<file path="config.mk">
export PLATFORM = sky130hd
export DESIGN_NAME = pd_cascade_seq
export DESIGN_NICKNAME = d
export VERILOG_FILES = /design/src/rtl/pds_pkg.sv /design/src/rtl/pds_rank_match.sv /design/src/rtl/pds_step_timer.sv /design/src/rtl/pd_cascade_seq.sv
export SDC_FILE = /design/constraint.sdc
export NUM_CORES = 1
export LEC_CHECK = 0
export BUFFER_PORTS_ARGS = -buffer_cell sky130_fd_sc_hd__buf_2
export CAP_MARGIN = 15
export CORE_MARGIN = 8
export CORE_UTILIZATION = 47
export DETAILED_ROUTE_END_ITERATION = 6
export PLACE_DENSITY = 0.9
export SETUP_SLACK_MARGIN = 0.5
export SLEW_MARGIN = 10
export SYNTH_ARGS = -nofsm -noshare
export SYNTH_HDL_FRONTEND = slang
export SYNTH_SLANG_ARGS = --single-unit
</file>
<file path="constraint.sdc">
create_clock -name clk -period 3 [get_ports clk]
set_input_delay 0.15 -clock clk [delete_from_list [all_inputs] [get_ports clk]]
set_output_delay 0.15 -clock clk [all_outputs]
set_load 0.02 [all_outputs]
</file>
<file path="src/rtl/pds_pkg.sv">
package pds_pkg;

  typedef enum logic [2:0] {
    S_IDLE,
    S_STEP,
    S_WAIT,
    S_DONE,
    S_FAIL
  } seq_st_e;

  localparam logic [7:0] KICK_ON  = 8'hA0;
  localparam logic [7:0] KICK_OFF = 8'h50;

  // a domain belongs to the step when its rank is legal and equals the step
  function automatic logic rank_selects(int rank, int step, int max_rank);
    return (rank <= max_rank) && (rank == step);
  endfunction

  // external phase code
  function automatic logic [1:0] phase_code(seq_st_e st);
    case (st)
      S_IDLE:  return 2'd0;
      S_STEP:  return 2'd1;
      S_WAIT:  return 2'd2;
      default: return 2'd3;
    endcase
  endfunction

endpackage

</file>
<file path="src/rtl/pds_rank_match.sv">
module pds_rank_match #(
  parameter int N_DOM    = 9,
  parameter int RANK_W   = 5,
  parameter int MAX_RANK = 7,
  parameter int STEP_W   = 3
) (
  input  logic [N_DOM*RANK_W-1:0] on_rank,
  input  logic [N_DOM*RANK_W-1:0] off_rank,
  input  logic                    dir_on,
  input  logic [N_DOM-1:0]        tgt,
  input  logic [N_DOM-1:0]        mode,
  input  logic [STEP_W-1:0]       step,
  output logic [N_DOM-1:0]        hit
);
  import pds_pkg::*;

  for (genvar i = 0; i < N_DOM; i++) begin : g_dom
    logic [RANK_W-1:0] rk;
    assign rk = dir_on ? on_rank[i*RANK_W +: RANK_W] : off_rank[i*RANK_W +: RANK_W];
    assign hit[i] = tgt[i] && (mode[i] != dir_on) &&
                    rank_selects(int'(rk), int'(step), MAX_RANK);
  end

endmodule

</file>
<file path="src/rtl/pds_step_timer.sv">
module pds_step_timer #(
  parameter int TMO_W = 16
) (
  input  logic             clk,
  input  logic             rst_n,
  input  logic             clear,
  input  logic             run,
  input  logic [TMO_W-1:0] thd,
  output logic             expired
);
  logic [TMO_W-1:0] cnt;

  always_ff @(posedge clk or negedge rst_n) begin
    if (!rst_n)     cnt <= '0;
    else if (clear) cnt <= '0;
    else if (run)   cnt <= cnt + 1'b1;
  end

  assign expired = (cnt == thd);

endmodule

</file>
<file path="src/rtl/pd_cascade_seq.sv">
module pd_cascade_seq #(
  parameter int N_DOM    = 9,
  parameter int N_EVT    = 8,
  parameter int RANK_W   = 5,
  parameter int MAX_RANK = 7,
  parameter int TMO_W    = 16,
  parameter logic [N_DOM-1:0] RST_MODE = 9'b000000011
) (
  input  logic                    clk,
  input  logic                    rst_n,
  input  logic [7:0]              sw_kick,
  input  logic [N_EVT-1:0]        hw_evt,
  input  logic [N_EVT-1:0]        hw_evt_en,
  input  logic [N_DOM-1:0]        sw_on_mode,
  input  logic [N_DOM-1:0]        sw_off_mode,
  input  logic [N_DOM-1:0]        hw_on_mode,
  input  logic [N_DOM*RANK_W-1:0] on_rank,
  input  logic [N_DOM*RANK_W-1:0] off_rank,
  input  logic [TMO_W-1:0]        tmo_thd,
  input  logic [N_DOM-1:0]        dom_ack,
  output logic [N_DOM-1:0]        dom_req,
  output logic                    dom_on,
  output logic                    seq_done,
  output logic                    sw_fail,
  output logic                    hw_fail,
  output logic [N_DOM-1:0]        cur_mode,
  output logic [1:0]              seq_state,
  output logic [N_EVT-1:0]        evt_rec,
  output logic                    trig_hw
);
  import pds_pkg::*;

  localparam int STEP_W = $clog2(MAX_RANK + 1);
  localparam logic [STEP_W-1:0] LAST_STEP = STEP_W'(MAX_RANK);

  seq_st_e           st;
  logic [STEP_W-1:0] cur_rank;
  logic              dir_q;
  logic [N_DOM-1:0]  tgt_q, req_q, mode_q;
  logic [N_EVT-1:0]  evt_q;
  logic              trig_hw_q;

  // named internal events
  logic [N_EVT-1:0] hw_fire;
  logic             start_hw, start_sw_on, start_sw_off;
  logic [N_DOM-1:0] rank_hits, pending, step_acked;
  logic             last_rank, step_expired;

  assign hw_fire      = hw_evt & hw_evt_en;
  assign start_hw     = (st == S_IDLE) && (|hw_fire);
  assign start_sw_on  = (st == S_IDLE) && !start_hw && (sw_kick == KICK_ON);
  assign start_sw_off = (st == S_IDLE) && !start_hw && (sw_kick == KICK_OFF);
  assign pending      = req_q & ~dom_ack;
  assign step_acked   = req_q & dom_ack;
  assign last_rank    = (cur_rank == LAST_STEP);

  pds_rank_match #(
    .N_DOM(N_DOM), .RANK_W(RANK_W), .MAX_RANK(MAX_RANK), .STEP_W(STEP_W)
  ) u_match (
    .on_rank (on_rank),
    .off_rank(off_rank),
    .dir_on  (dir_q),
    .tgt     (tgt_q),
    .mode    (mode_q),
    .step    (cur_rank),
    .hit     (rank_hits)
  );

  pds_step_timer #(.TMO_W(TMO_W)) u_timer (
    .clk    (clk),
    .rst_n  (rst_n),
    .clear  (st == S_STEP),
    .run    ((st == S_WAIT) && (|pending)),
    .thd    (tmo_thd),
    .expired(step_expired)
  );

  always_ff @(posedge clk or negedge rst_n) begin
    if (!rst_n) begin
      st        <= S_IDLE;
      cur_rank  <= '0;
      dir_q     <= 1'b0;
      tgt_q     <= '0;
      req_q     <= '0;
      mode_q    <= RST_MODE;
      evt_q     <= '0;
      trig_hw_q <= 1'b0;
    end else begin
      case (st)
        S_IDLE: begin
          if (start_hw) begin
            tgt_q <= hw_on_mode; dir_q <= 1'b1;
            evt_q <= hw_fire;    trig_hw_q <= 1'b1;
            cur_rank <= '0;      st <= S_STEP;
          end else if (start_sw_on || start_sw_off) begin
            tgt_q <= start_sw_on ? sw_on_mode : sw_off_mode;
            dir_q <= start_sw_on;
            evt_q <= '0;         trig_hw_q <= 1'b0;
            cur_rank <= '0;      st <= S_STEP;
          end
        end
        S_STEP: begin
          if (|rank_hits) begin
            req_q <= rank_hits;
            st    <= S_WAIT;
          end else if (last_rank) begin
            st <= S_DONE;
          end else begin
            cur_rank <= cur_rank + 1'b1;
          end
        end
        S_WAIT: begin
          mode_q <= dir_q ? (mode_q | step_acked) : (mode_q & ~step_acked);
          req_q  <= pending;
          if (pending == '0) begin
            if (last_rank) st <= S_DONE;
            else begin
              cur_rank <= cur_rank + 1'b1;
              st       <= S_STEP;
            end
          end else if (step_expired) begin
            req_q <= '0;
            st    <= S_FAIL;
          end
        end
        default: st <= S_IDLE;
      endcase
    end
  end

  assign dom_req   = req_q;
  assign dom_on    = dir_q;
  assign seq_done  = (st == S_DONE);
  assign sw_fail   = (st == S_FAIL) && !trig_hw_q;
  assign hw_fail   = (st == S_FAIL) && trig_hw_q;
  assign cur_mode  = mode_q;
  assign seq_state = phase_code(st);
  assign evt_rec   = evt_q;
  assign trig_hw   = trig_hw_q;

endmodule

</file>
# Word level (Yosys, flattened, before mapping)
# Index checks and enable logic that the tools add are counted.
# classes
n_addsub	2
n_reduce_logical	50
n_mul	0
div_mod_pow	0
shift	0
n_lt_le_gt_ge	9
bitwise_logic	7
n_eq_ne	32
mux	40
# ops
operator	count
9-bit 2-to-1 mux	7
5-bit by 4-bit equality test with 1-bit output	9
5-bit by 3-bit less-or-equal comparator with 1-bit output (second input constant)	9
5-bit 2-to-1 mux	9
1-bit logical AND	34
3-bit 2-to-1 mux	11
16-bit 2-to-1 mux	2
9-bit bitwise AND	3
9-bit inverter	2
3-bit one-hot mux with 3 select lines	2
9-bit one-hot mux with 2 select lines	1
9-bit OR reduction	2
16-bit by 1-bit adder with 16-bit output (second input constant)	1
16-bit equality test	1
8-bit 2-to-1 mux	2
9-bit zero test	1
1-bit inequality test	9
9-bit OR	1
8-bit bitwise AND	1
8-bit by 7-bit equality test with 1-bit output (second input constant)	1
8-bit equality test (second input constant)	1
8-bit OR reduction	1
3-bit by 2-bit equality test with 1-bit output (second input constant)	2
3-bit equality test (second input constant)	2
17 further kinds	26
# word_totals
register_bits	59
latchBits	0
inputBits	168
mem_count	0
output_inout_bits	33
elab_cells	149
mem_bits_rw	0
mem_bits_ro	0

# Depth between registers and ports, before layout
# logic_depth
ltp_word	10
mapped_depth	10
mapped_depth_nobuf	7

# Hierarchy
# A second synthesis with hierarchy kept.
# unflattened
hier_cells	435
area_unflattened_um2	4135.2
# modules_own_cells
mod	area_per_inst_um2	instances	seq_area_each_um2	cells_per_inst
pd_cascade_seq	2260.9	1	1078.5	224
pds_step_timer	1024.7	1	400.4	104
pds_rank_match	849.6	1	0.0	107

# Worst setup path before layout
# OpenSTA, ideal clock, no wires.
# synth_path
path_kind	flip-flop to flip-flop
start	reg dir_q (netlist: dom_on)
end	reg cur_rank[0]
slack_ns	0.700
arrival_time_ns	2.175
path_stages_with_launch	10
required_time_ns	2.875
n_path_buf	2
setup_ns	0.125
period_less_slack_ns	2.300
cell_sequence	dfrtp_1 > buf_6 > buf_12 > mux2i_1 > xnor2_1 > nor4_1 > nor4_2 > a31oi_2 > a21o_1 > mux2_2
# synth_via
elab_chain_len	7
word_cells_on_any_way	66
cone_classes	order compare: 9; eq/ne: 19; mux: 9; reduce/logical: 29
# synth_rtl
item	line	source
start: declaration	pd_cascade_seq.sv:38	logic dir_q;
start signal: assignment	pd_cascade_seq.sv:97	dir_q <= start_sw_on;
5-bit 2-to-1 mux	pds_rank_match.sv:19	assign rk = dir_on ? on_rank[i*RANK_W +: RANK_W] : off_rank[i*RANK_W +: RANK_W];
5-bit by 3-bit less-or-equal comparator with 1-bit output / 5-bit by 4-bit equality test with 1-bit output (equally long branches)	pds_pkg.sv:16	return (rank <= max_rank) && (rank == step);
1-bit logical AND	pds_pkg.sv:16	
1-bit logical AND	pds_rank_match.sv:20	assign hit[i] = tgt[i] && (mode[i] != dir_on) &&
9-bit OR reduction *	pd_cascade_seq.sv:103	if (|rank_hits) begin
2-bit inequality test (no source line) *	--	
4-bit AND reduction (no source line) *	--	
end signal: assignment	pd_cascade_seq.sv:109	cur_rank <= cur_rank + 1'b1;
end signal: assignment	pd_cascade_seq.sv:118	cur_rank <= cur_rank + 1'b1;
end: declaration	pd_cascade_seq.sv:37	logic [STEP_W-1:0] cur_rank;
# Mark *: on every way between the ends. The rest lies on a longest branch, timed or not.
# A chain may end at the register's enable or synchronous reset.

# Final worst setup path
# Same ends and word-level chain as after synthesis.

==> results by group <==
Hold path
  – Hold path start: hw_evt_en[0]
  – Worst Hold End: evt_rec[0]
  – Hold depth: 3
  – Hold Crit Class: input port to flip-flop

Drt
  – Routed vias: around 4400
  – Drt first pass iters: 5
  – Via density: 5.91
  – Antenna Nets Post-Route: 0
  – DRC viols: 0
  – Initial DRC count: 355
  – Avg WL per Cell: between 15 and 20 um
  – Final WL: 14.9 mm

Timing
  – # setup viols final: 0
  – Clock Skews: ~0.0098 ns
  – Final setup margin: 0.507 ns
  – Fin crit share: 0.831
  – Final hold vios: 0
  – Setup_tns: 0 ns
  – Unrepaired setup endpoints after global routing: false
  – Max Slew Vio Count: 0
  – Final Critical Period: 2.49 ns
  – Worst Tran Pin Value: 0.943 ns
  – F_max: 401 MHz
  – Slew HR: 0.367

Floorplan
  – FP Rows: 33
  – Core area: a little over 0.008 mm^2
  – Num ports: 201
  – Initial core utilization: 0.488
  – Die ar.: 0.0118 mm^2
  – Width of the die: about 110 um
  – Height of the chip: 109 um

Cells and area
  – Reg area: 0.00148 mm^2
  – Nets: a little over 800
  – Commonest non-fill, non-tap cells in the layout: 200 x buf_2, 55 x dfrtp_1, 52 x nand2_1
  – Fillcell total: between 600 and 700
  – Commonest non-fill, non-tap cell in the layout: buf_2
  – Design area: roughly 0.0054 mm^2
  – Area growth syn-to-layout: 34.0%
  – Area taken by multi-input logic gates: 0.00247 mm^2
  – Share of cells above drive strength 1: 0.398

Setup path
  – Crit-path max FO: 17
  – Startpoint types: flip-flop
  – Crit path capture type: flip-flop
  – R2R depth: 8
  – R2r endpoint: cur_rank[0]
  – WP data arrival: 2.70 ns
  – RR Startpoint: dom_on
  – R2r setup slk: 0.51 ns
  – Critical path class: flip-flop to flip-flop
  – Worst EP required: 3.21 ns

Place
  – DP Wirelength: between 10 and 15 mm
  – Cell Area, Placed: 0.00512 mm^2
  – Port Buf Inserts: 200
  – Post-Place Worst Slack: 0.379 ns
  – RePlAce Congestion: about 0.9

Pwr
  – Seq pwr share: 0.377
  – Leakage: 2.71 nW
  – Sw Ratio: 0.442
  – Comb power frac: 0.456
  – Clock network power share: 0.167
  – NetSw: 0.00162 W
  – VDD IR max: 0.000608 V
  – Internal power: 0.00205 W
  – PD cells: approximately 680 mW/mm^2

Synthesis
  – Top area cells in the synthesized netlist: dfrtp_1 35%, xnor2_1 7.6%, mux2i_1 6.7%
  – Synth top area share: 0.354
  – Largest area contributor in the netlist: dfrtp_1
  – Syn_nets: 609
  – EDFF count, synth: 0
  – Dominant synthesized flop cell: dfrtp_1
  – Synthesized area: 0.00403 mm^2
  – Mean Syn Cell Area: between 9 and 10 um^2
  – Register area share after synthesis: 0.367
  – Gate Count Post-Synth: between 400 and 500
  – Yosys reg bits: 59
  – Async set or reset register ratio after synthesis: 1.00
  – Synth unique cells: between 50 and 60
  – Yosys Warn Count: 0

Outcome
  – Status: finished, final reports clean

Global route
  – Grt total ovfl: 0
  – Total track usage: 0.231
  – First-pass GRT wire length: 21.7 mm
  – Vias in the first global route: 4551
  – Initial antenna violation count: 1
  – Largest net degree at the start of global routing: 42

Clock network
  – Clock Pin Slew Worst Setup and Hold Paths: ~0.070 ns
  – Cts bufs inserted: 9
  – H-tree levels: 3
  – Root Driver: clkbuf_8
  – Num Clock Sinks: 59
  – Skew-Pair Late Insertion Delay: 0.33 ns
  – Longest Clk Path Bufs: 2
  – CTS tree: yes

Flow run
  – Max-cap violations: 0
cell usage after synthesis, types with 4 or more instances:
library cell,count
nand4_1,10
mux2_2,12
nand3_1,23
or3_1,5
a21oi_1,9
nand2b_1,4
nor4_1,4
xor2_1,13
mux2i_1,27
o22ai_1,9
clkbuf_1,9
nor3_1,6
buf_2,4
o21ai_0,34
nand2_1,52
nor2b_1,4
a21o_1,6
nor4b_1,14
dfrtp_1,57
inv_1,8
and2_1,4
nor4_2,5
xnor2_1,35
o31ai_1,10
nor2_1,25
cells by family after synthesis:
group | synth area share
AO/OA/AOI/OAI | 0.145
multiplexers | 0.103
AND/OR/NAND/NOR | 0.234
XOR/XNOR | 0.104
buffers and inverters | 0.0369
flip-flops | 0.367
adder cells (fa/ha/maj) | 0.00931
metal layers:
metal | routed length (um) | vias to the layer above | track usage
li1 | - | 2013 | -
met1 | 5470 | 2073 | 0.281
met3 | 1400 | 71 | 0.0535
met4 | 660 | 0 | 0.103
met5 | 0 | - | 0
met2 | 7410 | 287 | 0.381
timing repair:
action                                 in CTS  in global routing
endpoints found under the hold margin      38                  0
cloned                                      0                  1
setup endpoints to repair                  10                  3
hold buffers                                1                  0
gates resized for setup                     2                  9
buffers inserted                            1                  0
pin swaps                                   0                  1
worst max-delay path by stage:
stage                   to    from  cells past startpoint  slack, ns
2_1_floorplan  cur_rank[0]  dom_on                      9       0.70
3_3_place_gp   cur_rank[0]  dom_on                      8       0.51
3_5_place_dp   cur_rank[0]  dom_on                      8       0.38
4_1_cts        cur_rank[0]  dom_on                      8       0.57
5_1_grt        cur_rank[0]  dom_on                      8       0.42
6_report       cur_rank[0]  dom_on                      8       0.51
power by group through the flow:
stage,Clock [W],Combinational [W],Sequential [W]
3_3_place_gp,0,0.00154,0.00136
6_report,0.000615,0.00167,0.00138
5_1_grt,0.000662,0.00182,0.00142
3_5_place_dp,0,0.00161,0.00137
2_1_floorplan,0,0.00102,0.00137
4_1_cts,0.000624,0.00163,0.00136
worst max-delay path, cell delays in order, from the launching register on:
cell,delay [ns]
dfrtp_2,0.46
buf_12,0.20
mux2i_1,0.28
or2_2,0.22
a2111oi_4,0.11
nor4_4,0.41
a31oi_4,0.20
a21o_1,0.22
mux2_2,0.28
layout make-up:
cell class / instances / area share
Antenna cell: 2 / 0.000927
Clock buffer: 12 / 0.0269
Clock inverter: 3 / 0.00278
Inverter: 8 / 0.00556
Multi-Input combinational cell: 352 / 0.458
Sequential cell: 59 / 0.274
Tap cell: 105 / 0.0243
Timing Repair Buffer: 211 / 0.207
metrics by stage:
stage           util  total power [W]  hold slack, ns  std cells
3_5_place_dp   0.620          0.00299           0.321        732
5_1_grt        0.653          0.00390           0.126        751
6_report       0.654          0.00367           0.115        752
2_1_floorplan      -          0.00239          -0.146        438
3_3_place_gp   0.620          0.00290           0.312        732
4_1_cts        0.643          0.00362          0.0997        749
Power figures use the tool's default switching activity.
